<file path="src/rtl/tws_pkg.sv">
`timescale 1ns/1ps
package tws_pkg;

   localparam int ADDR_W = 2;

   typedef enum logic [ADDR_W-1:0] {
      REG_DATA = 2'd0,
      REG_CTRL = 2'd1,
      REG_STAT = 2'd2,
      REG_NONE = 2'd3
   } reg_sel_e;

   localparam int CTL_EDGE = 0;
   localparam int CTL_SRC  = 1;
   localparam int CTL_TGL  = 2;
   localparam int CTL_IRQ  = 3;

   typedef struct packed {
      logic irq_en;
      logic sw_src;
      logic edge_swap;
   } ctrl_t;

   typedef struct packed {
      logic rise;
      logic fall;
   } edge_t;

endpackage

</file>
<file path="src/rtl/tws_clk_sync.sv">
`timescale 1ns/1ps
module tws_clk_sync
   import tws_pkg::*;
#(
   parameter int STAGES = 2
) (
   input  logic  clk,
   input  logic  rst_n,
   input  logic  sclk_in,
   output edge_t ext_edge
);

   logic [STAGES-1:0] chain;

   always_ff @(posedge clk or negedge rst_n) begin
      if (!rst_n) begin
         chain <= '0;
      end else begin
         chain <= {chain[STAGES-2:0], sclk_in};
      end
   end

   // compare the two oldest stages to find a settled level change
   always_comb begin
      ext_edge.rise = chain[STAGES-2] & ~chain[STAGES-1];
      ext_edge.fall = ~chain[STAGES-2] & chain[STAGES-1];
   end

endmodule

</file>
<file path="src/rtl/tws_edge_gen.sv">
`timescale 1ns/1ps
module tws_edge_gen
   import tws_pkg::*;
#(
   parameter int SYNC_STAGES = 2,
   parameter bit EXT_CLK_EN  = 1'b1
) (
   input  logic  clk,
   input  logic  rst_n,
   input  logic  sclk_in,
   input  logic  toggle_wr,
   input  logic  sw_src,
   output logic  sclk_line,
   output edge_t ser_edge,
   output logic  edge_any
);

   edge_t ext_edge;
   edge_t sw_edge;
   logic  line_q;

   generate
      if (EXT_CLK_EN) begin : g_ext
         tws_clk_sync #(.STAGES(SYNC_STAGES)) u_sync (
            .clk      (clk),
            .rst_n    (rst_n),
            .sclk_in  (sclk_in),
            .ext_edge (ext_edge)
         );
      end else begin : g_no_ext
         assign ext_edge = '0;
      end
   endgenerate

   always_ff @(posedge clk or negedge rst_n) begin
      if (!rst_n) begin
         line_q <= 1'b0;
      end else if (toggle_wr) begin
         line_q <= ~line_q;
      end
   end

   always_comb begin
      sw_edge.rise = toggle_wr & ~line_q;
      sw_edge.fall = toggle_wr & line_q;
      ser_edge     = sw_src ? sw_edge : ext_edge;
      edge_any     = ser_edge.rise | ser_edge.fall;
   end

   assign sclk_line = line_q;

endmodule

</file>
<file path="src/rtl/tws_shift_core.sv">
`timescale 1ns/1ps
module tws_shift_core
   import tws_pkg::*;
#(
   parameter int DATA_W = 8,
   localparam int CNT_W = $clog2(2 * DATA_W)
) (
   input  logic              clk,
   input  logic              rst_n,
   input  edge_t             ser_edge,
   input  logic              edge_swap,
   input  logic              load_en,
   input  logic [DATA_W-1:0] load_val,
   input  logic              clr_en,
   input  logic              sdi,
   output logic [DATA_W-1:0] data_q,
   output logic [CNT_W-1:0]  cnt_q,
   output logic              ovf_q,
   output logic              shift_ev
);

   localparam logic [CNT_W-1:0] CNT_LAST = CNT_W'(2 * DATA_W - 1);

   logic sample_ev;
   logic edge_ev;
   logic smp_q;

   always_comb begin
      sample_ev = edge_swap ? ser_edge.fall : ser_edge.rise;
      shift_ev  = edge_swap ? ser_edge.rise : ser_edge.fall;
      edge_ev   = ser_edge.rise | ser_edge.fall;
   end

   always_ff @(posedge clk or negedge rst_n) begin
      if (!rst_n) begin
         smp_q <= 1'b0;
      end else if (sample_ev) begin
         smp_q <= sdi;
      end
   end

   always_ff @(posedge clk or negedge rst_n) begin
      if (!rst_n) begin
         data_q <= '0;
      end else if (load_en) begin
         data_q <= load_val;
      end else if (shift_ev) begin
         data_q <= {data_q[DATA_W-2:0], smp_q};
      end
   end

   always_ff @(posedge clk or negedge rst_n) begin
      if (!rst_n) begin
         cnt_q <= '0;
         ovf_q <= 1'b0;
      end else if (clr_en) begin
         cnt_q <= '0;
         ovf_q <= 1'b0;
      end else if (edge_ev) begin
         if (cnt_q == CNT_LAST) begin
            cnt_q <= '0;
            ovf_q <= 1'b1;
         end else begin
            cnt_q <= cnt_q + 1'b1;
         end
      end
   end

endmodule

</file>
<file path="src/rtl/tri_wire_shifter.sv">
`timescale 1ns/1ps
module tri_wire_shifter
   import tws_pkg::*;
#(
   parameter int DATA_W      = 8,
   parameter int SYNC_STAGES = 2,
   parameter bit EXT_CLK_EN  = 1'b1
) (
   input  logic              clk,
   input  logic              rst_n,
   input  logic              wr_en,
   input  logic [1:0]        wr_addr,
   input  logic [DATA_W-1:0] wr_data,
   input  logic [1:0]        rd_addr,
   output logic [DATA_W-1:0] rd_data,
   input  logic              sclk_in,
   output logic              sclk_out,
   input  logic              sdi,
   output logic              sdo,
   output logic              irq
);

   localparam int CNT_W = $clog2(2 * DATA_W);

   generate
      if (DATA_W < 4) begin : g_bad_width
         $error("tri_wire_shifter: DATA_W must be at least 4");
      end
      if (SYNC_STAGES < 2) begin : g_bad_sync
         $error("tri_wire_shifter: SYNC_STAGES must be at least 2");
      end
   endgenerate

   ctrl_t             ctrl_q;
   ctrl_t             ctrl_nx;
   logic              wr_ctrl;
   logic              toggle_wr;
   logic              load_en;
   logic              clr_en;
   logic              irq_en_q;
   edge_t             ser_edge;
   logic              edge_any;
   logic              shift_ev;
   logic [DATA_W-1:0] data_q;
   logic [CNT_W-1:0]  cnt_q;
   logic              ovf_q;

   always_comb begin
      wr_ctrl   = wr_en && (wr_addr == REG_CTRL);
      toggle_wr = wr_ctrl && wr_data[CTL_TGL];
      load_en   = wr_en && (wr_addr == REG_DATA);
      clr_en    = wr_en && (wr_addr == REG_STAT) && wr_data[DATA_W-1];
   end

   // control bits written together with a toggle already govern its edge
   always_comb begin
      ctrl_nx = ctrl_q;
      if (wr_ctrl) begin
         ctrl_nx.edge_swap = wr_data[CTL_EDGE];
         ctrl_nx.sw_src    = wr_data[CTL_SRC];
         ctrl_nx.irq_en    = wr_data[CTL_IRQ];
      end
   end

   always_ff @(posedge clk or negedge rst_n) begin
      if (!rst_n) begin
         ctrl_q <= '0;
      end else begin
         ctrl_q <= ctrl_nx;
      end
   end

   assign irq_en_q = ctrl_q.irq_en;

   tws_edge_gen #(
      .SYNC_STAGES (SYNC_STAGES),
      .EXT_CLK_EN  (EXT_CLK_EN)
   ) u_edge (
      .clk       (clk),
      .rst_n     (rst_n),
      .sclk_in   (sclk_in),
      .toggle_wr (toggle_wr),
      .sw_src    (ctrl_nx.sw_src),
      .sclk_line (sclk_out),
      .ser_edge  (ser_edge),
      .edge_any  (edge_any)
   );

   tws_shift_core #(
      .DATA_W (DATA_W)
   ) u_core (
      .clk       (clk),
      .rst_n     (rst_n),
      .ser_edge  (ser_edge),
      .edge_swap (ctrl_nx.edge_swap),
      .load_en   (load_en),
      .load_val  (wr_data),
      .clr_en    (clr_en),
      .sdi       (sdi),
      .data_q    (data_q),
      .cnt_q     (cnt_q),
      .ovf_q     (ovf_q),
      .shift_ev  (shift_ev)
   );

   always_comb begin
      rd_data = '0;
      unique case (reg_sel_e'(rd_addr))
         REG_DATA: rd_data = data_q;
         REG_CTRL: begin
            rd_data[CTL_EDGE] = ctrl_q.edge_swap;
            rd_data[CTL_SRC]  = ctrl_q.sw_src;
            rd_data[CTL_IRQ]  = ctrl_q.irq_en;
         end
         REG_STAT: begin
            rd_data[DATA_W-1]  = ovf_q;
            rd_data[CNT_W-1:0] = cnt_q;
         end
         default: rd_data = '0;
      endcase
   end

   assign sdo = data_q[DATA_W-1];
   assign irq = ovf_q & irq_en_q;

endmodule

</file>
<file path="config.mk">
export PLATFORM = sky130hd
export DESIGN_NAME = tri_wire_shifter
export DESIGN_NICKNAME = d
export VERILOG_FILES = /design/src/rtl/tws_pkg.sv /design/src/rtl/tws_clk_sync.sv /design/src/rtl/tws_edge_gen.sv /design/src/rtl/tws_shift_core.sv /design/src/rtl/tri_wire_shifter.sv
export SDC_FILE = /design/constraint.sdc
export NUM_CORES = 1
export LEC_CHECK = 0
export BUFFER_PORTS_ARGS = -buffer_cell sky130_fd_sc_hd__buf_2
export CAP_MARGIN = 20
export CORE_ASPECT_RATIO = 1.4
export CORE_MARGIN = 2
export CORE_UTILIZATION = 40
export DETAILED_ROUTE_END_ITERATION = 8
export GPL_TIMING_DRIVEN = 0
export HOLD_SLACK_MARGIN = 0.1
export PLACE_DENSITY_LB_ADDON = 0.2
export SKIP_LAST_GASP = 1
export SYNTH_ARGS = -nofsm -noshare
export SYNTH_HDL_FRONTEND = slang
export SYNTH_HIERARCHICAL = 1
export SYNTH_SLANG_ARGS = --single-unit
</file>
<file path="constraint.sdc">
create_clock -name clk -period 4.7 [get_ports clk]
set_clock_uncertainty 0.2 [all_clocks]
set_input_delay 0.235 -clock clk [delete_from_list [all_inputs] [get_ports clk]]
set_output_delay 0.235 -clock clk [all_outputs]
set_load 0.05 [all_outputs]
</file>
# Word level (Yosys, flattened, before mapping)
# Cells that the tools add are included.
# W data, S select, Z words.
dict set report op_classes {
  n_eq_ne 5
  addsub 1
  n_reduce_logical 11
  n_bitwise 9
  n_mux 17
}
# operator count
set ops {}
lappend ops {{$mux W8} 2}
lappend ops {{$mux W4} 3}
lappend ops {{$pmux W2 S3} 1}
lappend ops {{$reduce_bool A2 Y1} 3}
lappend ops {{$and A1 B1 Y1} 5}
lappend ops {{$logic_and A1 B1 Y1} 5}
lappend ops {{$mux W1} 5}
lappend ops {{$add A4 B1 Y4 const B} 1}
lappend ops {{$eq A2 B1 Y1 const B} 2}
lappend ops {{$eq A2 B2 Y1 const B} 2}
lappend ops {{$eq A4 B4 Y1 const B} 1}
lappend ops {{$logic_not A2 Y1} 2}
lappend ops {{$mux W2} 2}
lappend ops {{$pmux W1 S2} 2}
lappend ops {{$mux W3} 1}
lappend ops {{$not A1 Y1} 3}
lappend ops {{$pmux W1 S3} 1}
lappend ops {{$reduce_and A2 Y1} 1}
lappend ops {{$or A1 B1 Y1} 1}
dict set report totals {
  inputBits 17
  register_bits 20
  output_inout_bits 11
}

# Longest topological paths before layout
# Gate-level depths: netlist of run 1.
dict set report logic_depth {
  ltp_word 8
  depth_mapped 7
  ltp_nobuf 7
}

# By module
# Netlist of run 1, hierarchy kept.
# module area_per_inst_um2 n_inst cells_each
set modules_own_cells {}
lappend modules_own_cells {tws_shift_core 665.6 1 63}
lappend modules_own_cells {tri_wire_shifter 297.8 1 29}
lappend modules_own_cells {tws_edge_gen 76.3 1 11}
lappend modules_own_cells {tws_clk_sync 65.1 1 4}

# Worst setup path after synthesis of run 1
# Ideal clock, no wire load.
dict set report synth_path {
  path_type {input to register}
  start {in wr_addr[1]}
  end {reg u_core.cnt_q[3]}
  stages 6
  setup_slack_ns 2.500
  t_required_ns 4.423
  arrival_time_ns 1.922
  path_cell_list {nand3b_4 > mux2_4 > o21ai_0 > o21ai_1 > or3_1 > a21oi_1}
}
# item line_no
set synth_lines {}
lappend synth_lines {{start, declared} tri_wire_shifter.sv:12} ;# input logic [1:0] wr_addr,
lappend synth_lines {{end signal, assigned} tws_shift_core.sv:64} ;# cnt_q <= cnt_q + 1'b1;
lappend synth_lines {{end, declared} tws_shift_core.sv:17} ;# output logic [CNT_W-1:0] cnt_q,

==> run metrics, run 1 <==
Clock Pin Slew Worst Setup and Hold Paths=0.11 ns; CTS root buffer=clkbuf_4; LEAKAGE=0.0007062 uW; worst min path class=in2reg; Comb pwr share=40.2%; count of buffers from port buffering=25; initial antenna violation count=0; layout cell share with drive strength beyond 1=27.27%; GR Overflow Total=0; total power=656.0 uW; reg-to-reg slack, setup=around 2.3 ns; CP Class=in2reg; largest net degree at the start of global routing=21; core area=approximately 2600 um^2; residual DRC count=0; Seq pwr share=44.6%; Avg Vias per Cell=4.933; Ys Warns=6; Power Dens Cells=466.8 nW/um^2; Critical Path Slowest Stage Cell=o21ai_0; drt first pass iters=4; H-tree lvl count=1; ANT nets after route=0; startpoint types=input pin; Initial Utilization=41.63%; # rows=22; Mapped Area=about 1100 um^2; worst flop-to-flop path endpoint=u_core/data_q[7]$_DFFE_PN0P_; final setup TNS=0 ns; Worst Path Required=roughly 4.7 ns; Fill cells=~250; Slew headroom=38.88%; P_sw=274.0 uW; Final Hold Fails=0; clk buf depth=2; worst-path cell chain=dlygate4sd3_1 -> buf_2 -> mux2_4 -> o21ai_0 -> mux2i_4 -> mux2i_1 -> o21ai_1; clk sinks=20; Die ar.=3161 um^2; Switching Share=41.77%; Setup Viol. Count Final=0; WP data arrival=approximately 2.5 ns; ANT cells=0; Final Max Slew Viols=0; syn nets=roughly 120; DRT iter0 DRCs=17; Syn Area/Cell=10.57 um^2; drt total wl=around 2300 um; Crit Path Max Fanout=8; Finished Layout Cells=179; Die W=48.09 um; Internal=382.0 uW; vias in the first global route=about 850; min Tclk post-route=2.565 ns; clock latency on the worst-skew pair=0.30 ns; CP peak stage delay=0.72 ns; Final GP Congestion=0.7334; num ports=28; Reg2Reg Depth=5; Crit. End Element=register; CTS Buf Count=3; Setup crit end=u_core/data_q[7]$_DFFE_PN0P_; DP Cell Count=164; r2r startpoint=ctrl_q[1]$_DFF_PN0_; RSZ-0062 raised after global routing=no; postcts setup bufs=0; cells after synthesis=a little over 100; nets=162; average wire per standard cell=12.82 um; Area Growth Syn to Fin=29.08%; Least-Margin Pin Slew=roughly 0.91 ns; worst setup path start=wr_data[1]; CTS tree=built; clock power share=15.2%; Die Y-Extent=65.73 um; DR vias=883; outcome=finished clean; peak supply drop=0.2139 mV; fmax=389.9 MHz; period utilization=54.57%; Max-Cap Viols=0; total track usage=16.40%; global-route wire length before repair=3698 um; dpl hpwl=1721 um
==> state kept, by name (all words and copies together), names as in the netlist <==
name / flops
u_core/ovf_q: 1
u_edge/sclk_line: 1
ctrl_q: 2
u_core/data_q: 8
u_core/cnt_q: 4
u_edge/g_ext.u_sync/chain: 2
irq_en_q: 1
u_core/smp_q: 1
==> worst max-delay path, delay by kind of cell <==
kind                   cells  cell delay, ns
multiplexers               3            0.83
buffers and inverters      2            0.66
AO/OA/AOI/OAI              2            0.80
==> cells in the final DEF (no fill, tap or decap), types with 2 or more instances in the layout <==
master	count
mux2_4	3
mux2i_1	14
o21ai_0	5
a21oi_1	5
xor2_1	2
dfrtp_1	20
and2_1	4
nor2_1	6
nand2_1	11
buf_2	26
o21ai_1	9
clkbuf_4	3
o2bb2ai_1	3
dlygate4sd3_1	11
inv_1	4
nor2b_1	2
==> stage by stage <==
stage | hold WS, ns | instance area, um^2 | setup WS, ns | utilization (%)
2_1_floorplan | -0.2606 | 1089 | 2.513 | -
3_3_place_gp | 0.005458 | 1259 | 2.167 | 48.13
3_5_place_dp | 0.01515 | 1259 | 2.143 | 48.13
4_1_cts | 0.1205 | 1405 | 2.150 | 53.73
5_1_grt | 0.1574 | 1405 | 1.975 | 53.73
6_report | 0.1329 | 1405 | 2.135 | 53.73
==> layout make-up <==
type / count / area (um^2) / area share [%]
Timing Repair Buffer: 36 / 235.2 / 16.74
Inverter: 4 / 15.01 / 1.069
Sequential cell: 20 / 500.5 / 35.62
Clock buffer: 4 / 36.28 / 2.582
Buffer: 3 / 16.27 / 1.158
Tap cell: 36 / 45.04 / 3.206
Multi-Input combinational cell: 76 / 556.8 / 39.63
==> what timing repair did <==
action,in CTS,in global routing
resized for setup,0,0
endpoints found under the hold margin,33,0
endpoints found under the setup margin,0,0
hold buffers,11,0
==> power by group through the flow <==
stage	clock (uW)	combinational, uW	sequential [uW]
after floorplan	0	178	308
after global placement	0	254	293
after detailed placement	0	259	297
after CTS	105	266	292
after global routing	111	289	303
final	100	264	292
==> how the worst min path moves through the flow <==
stage,from,endpoint,depth (start not counted)
CTS,wr_addr[1],u_core/data_q[2]$_DFFE_PN0P_,3
global route,wr_addr[0],irq_en_q$_DFFE_PN0P_,3
floorplan,rst_n,ctrl_q[0]$_DFF_PN0_,0
global placement,rst_n,u_core/data_q[5]$_DFFE_PN0P_,1
finish,wr_addr[1],u_core/data_q[4]$_DFFE_PN0P_,3
detailed placement,rst_n,u_core/data_q[5]$_DFFE_PN0P_,1
==> layer usage <==
metal / track usage (%) / vias up / routed length, um
li1: - / 447 / -
met1: 20.24 / 396 / 1012
met2: 27.50 / 38 / 1148
met3: 2.473 / 2 / 118
met4: 6.081 / 0 / 17
met5: 0 / - / 0
No activity file was read; power rests on OpenSTA's default activity.
==> run 2, diff against run 1 <==
- ABC_AREA: not set -> 1
- clock period: 4.7 -> 2.55 ns (I/O delays scaled with it)
==> run 2 against run 1 <==
- critical path depth grew 6
- sequential share of layout area decreased by 5.0 points
- cell area is 16% higher
- critical path type unchanged
- highest routed layer unchanged
==> run metrics, run 2 <==
outcome=finished clean; fmax=419.1 MHz; Final Max Slew Viols=0; clk buf depth=2; final setup TNS=0 ns; Place WS=0.7129 ns; Initial Utilization=42.78%; initial antenna violation count=0; final hold slack=0.2117 ns; Final WS setup=0.1638 ns; Hold EP=u_edge/g_ext.u_sync/chain[1]$_DFF_PN0_; Ys Warns=6; Clock Pin Slew Worst Setup and Hold Paths=0.11 ns; period utilization=93.58%; core area=2670 um^2; peak supply drop=0.5354 mV; CTS root buffer=clkbuf_4; r2r startpoint=ctrl_q[1]$_DFF_PN0_; reg-to-reg slack, setup=0.90 ns; placed instance area=1323 um^2; drt total wl=3008 um; largest registers=u_core/data_q: 8 flops, u_core/cnt_q: 4 flops; Final Hold Fails=0; ANT cells=0; Mapped Area=1142 um^2; syn nets=173; Die Y-Extent=67.23 um; Largest Register=u_core/data_q; num ports=28; residual DRC count=0; Die ar.=3305 um^2; clock latency on the worst-skew pair=about 0.3 ns; WP data arrival=2.39 ns; DR vias=1211; CTS Buf Count=3; cells after synthesis=roughly 160; Register Area=about 500 um^2; vias in the first global route=1248; layout cell share with drive strength beyond 1=around 22%; startpoint types=input pin; count of buffers from port buffering=27; clk sinks=20; GR Overflow Total=0; most common cell after layout, fill and taps aside=nand2_1; drt first pass iters=4; total track usage=20.65%; Crit. End Element=register; Least-Margin Pin Slew=0.4619 ns; Setup Viol. Count Final=0; Max-Cap Viols=0; CTS tree=built; Power Dens Cells=753.6 nW/um^2; Worst Path Required=2.55 ns; Syn Area/Cell=~7.4 um^2; Reg2Reg Depth=9; post-route cell area=about 1600 um^2; worst flop-to-flop path endpoint=u_core/cnt_q[3]$_DFFE_PN0P_; H-tree lvl count=1; Area Growth Syn to Fin=43.05%; WHS Path Cells=0; CP Class=in2reg; # rows=22; commonest non-fill, non-tap cells in the layout=nand2_1, nand3_1, buf_2, dlygate4sd3_1, dfrtp_1; worst min path class=reg2reg; average wire per standard cell=about 12 um; area of the multi-input gates=529.3 um^2; global-route wire length before repair=5181 um; min Tclk post-route=around 2.4 ns; DRT iter0 DRCs=19; Avg Vias per Cell=4.863; Final Util=61.20%; RSZ-0062 raised after global routing=no; Final GP Congestion=0.8523; Largest register FFs=8; dpl hpwl=just over 2000 um; Crit Path Max Fanout=5; postcts setup bufs=0; Slew headroom=69.10%; largest net degree at the start of global routing=21; nets=232; ANT nets after route=0; Resized Gates After CTS=0; Die W=just under 50 um; Hold Startpoint=u_edge/g_ext.u_sync/chain[0]$_DFF_PN0_; Fill cells=245; LEAKAGE=between 0.0008 and 0.0009 uW
[run 2: area by class of cell]
type                       count  share of cell area, %
timing repair buffer          54                  25.11
inverter                      25                  6.202
clock buffer                   4                  2.221
tap                           36                  2.757
multi-input combinational    109                  32.39
buffer                         1                 0.6891
sequential                    20                  30.63
[run 2: worst max-delay path by stage]
stage / start / to / slack (ns) / depth (start not counted)
after floorplan: u_edge/sclk_line$_DFFE_PN0P_ / u_core/cnt_q[3]$_DFFE_PN0P_ / 0.94 / 9
after global placement: wr_addr[1] / u_core/cnt_q[3]$_DFFE_PN0P_ / 0.76 / 12
after detailed placement: wr_addr[1] / u_core/cnt_q[3]$_DFFE_PN0P_ / 0.71 / 12
after CTS: wr_addr[1] / u_core/cnt_q[3]$_DFFE_PN0P_ / 0.18 / 13
after global routing: wr_addr[1] / u_core/cnt_q[3]$_DFFE_PN0P_ / 0.02 / 13
final: wr_addr[1] / u_core/cnt_q[3]$_DFFE_PN0P_ / 0.16 / 13
[run 2: routing by layer]
metal | global-route usage [%] | wire length [um]
met3 | 3.761 | 108
met4 | 11.07 | 58
met5 | 0 | 0
met2 | 40.37 | 1605
met1 | 20.48 | 1236
[run 2: where the power goes]
| group | internal [uW] | total (uW) | leakage (uW) | switching (uW) |
|---|---|---|---|---|
| sequential | 427 | 531 | 0.000248 | 104 |
| combinational | 172 | 518 | 0.000595 | 346 |
| clock | 87.1 | 183 | 0.0000210 | 95.8 |
[run 2: critical path: stages]
cell	delay [ns]
dlygate4sd3_1	0.53
buf_2	0.13
inv_1	0.11
nand4_1	0.09
dlygate4sd3_1	0.57
nand2_1	0.14
inv_1	0.06
nand2_1	0.05
nand2_1	0.11
inv_1	0.11
nand3_2	0.13
a21oi_1	0.16
nor2_1	0.06
[run 2: per-stage QoR]
step	power, uW	std cells
3_5_place_dp	1023	218
4_1_cts	1237	248
5_1_grt	1331	249
3_3_place_gp	1008	218
6_report	1231	249
2_1_floorplan	886.6	155
[run 2: timing repair]
item | 4_1_cts | 5_1_grt
hold buffers | 26 | 0
hold endpoints to repair | 36 | 0
setup endpoints to repair | 0 | 0
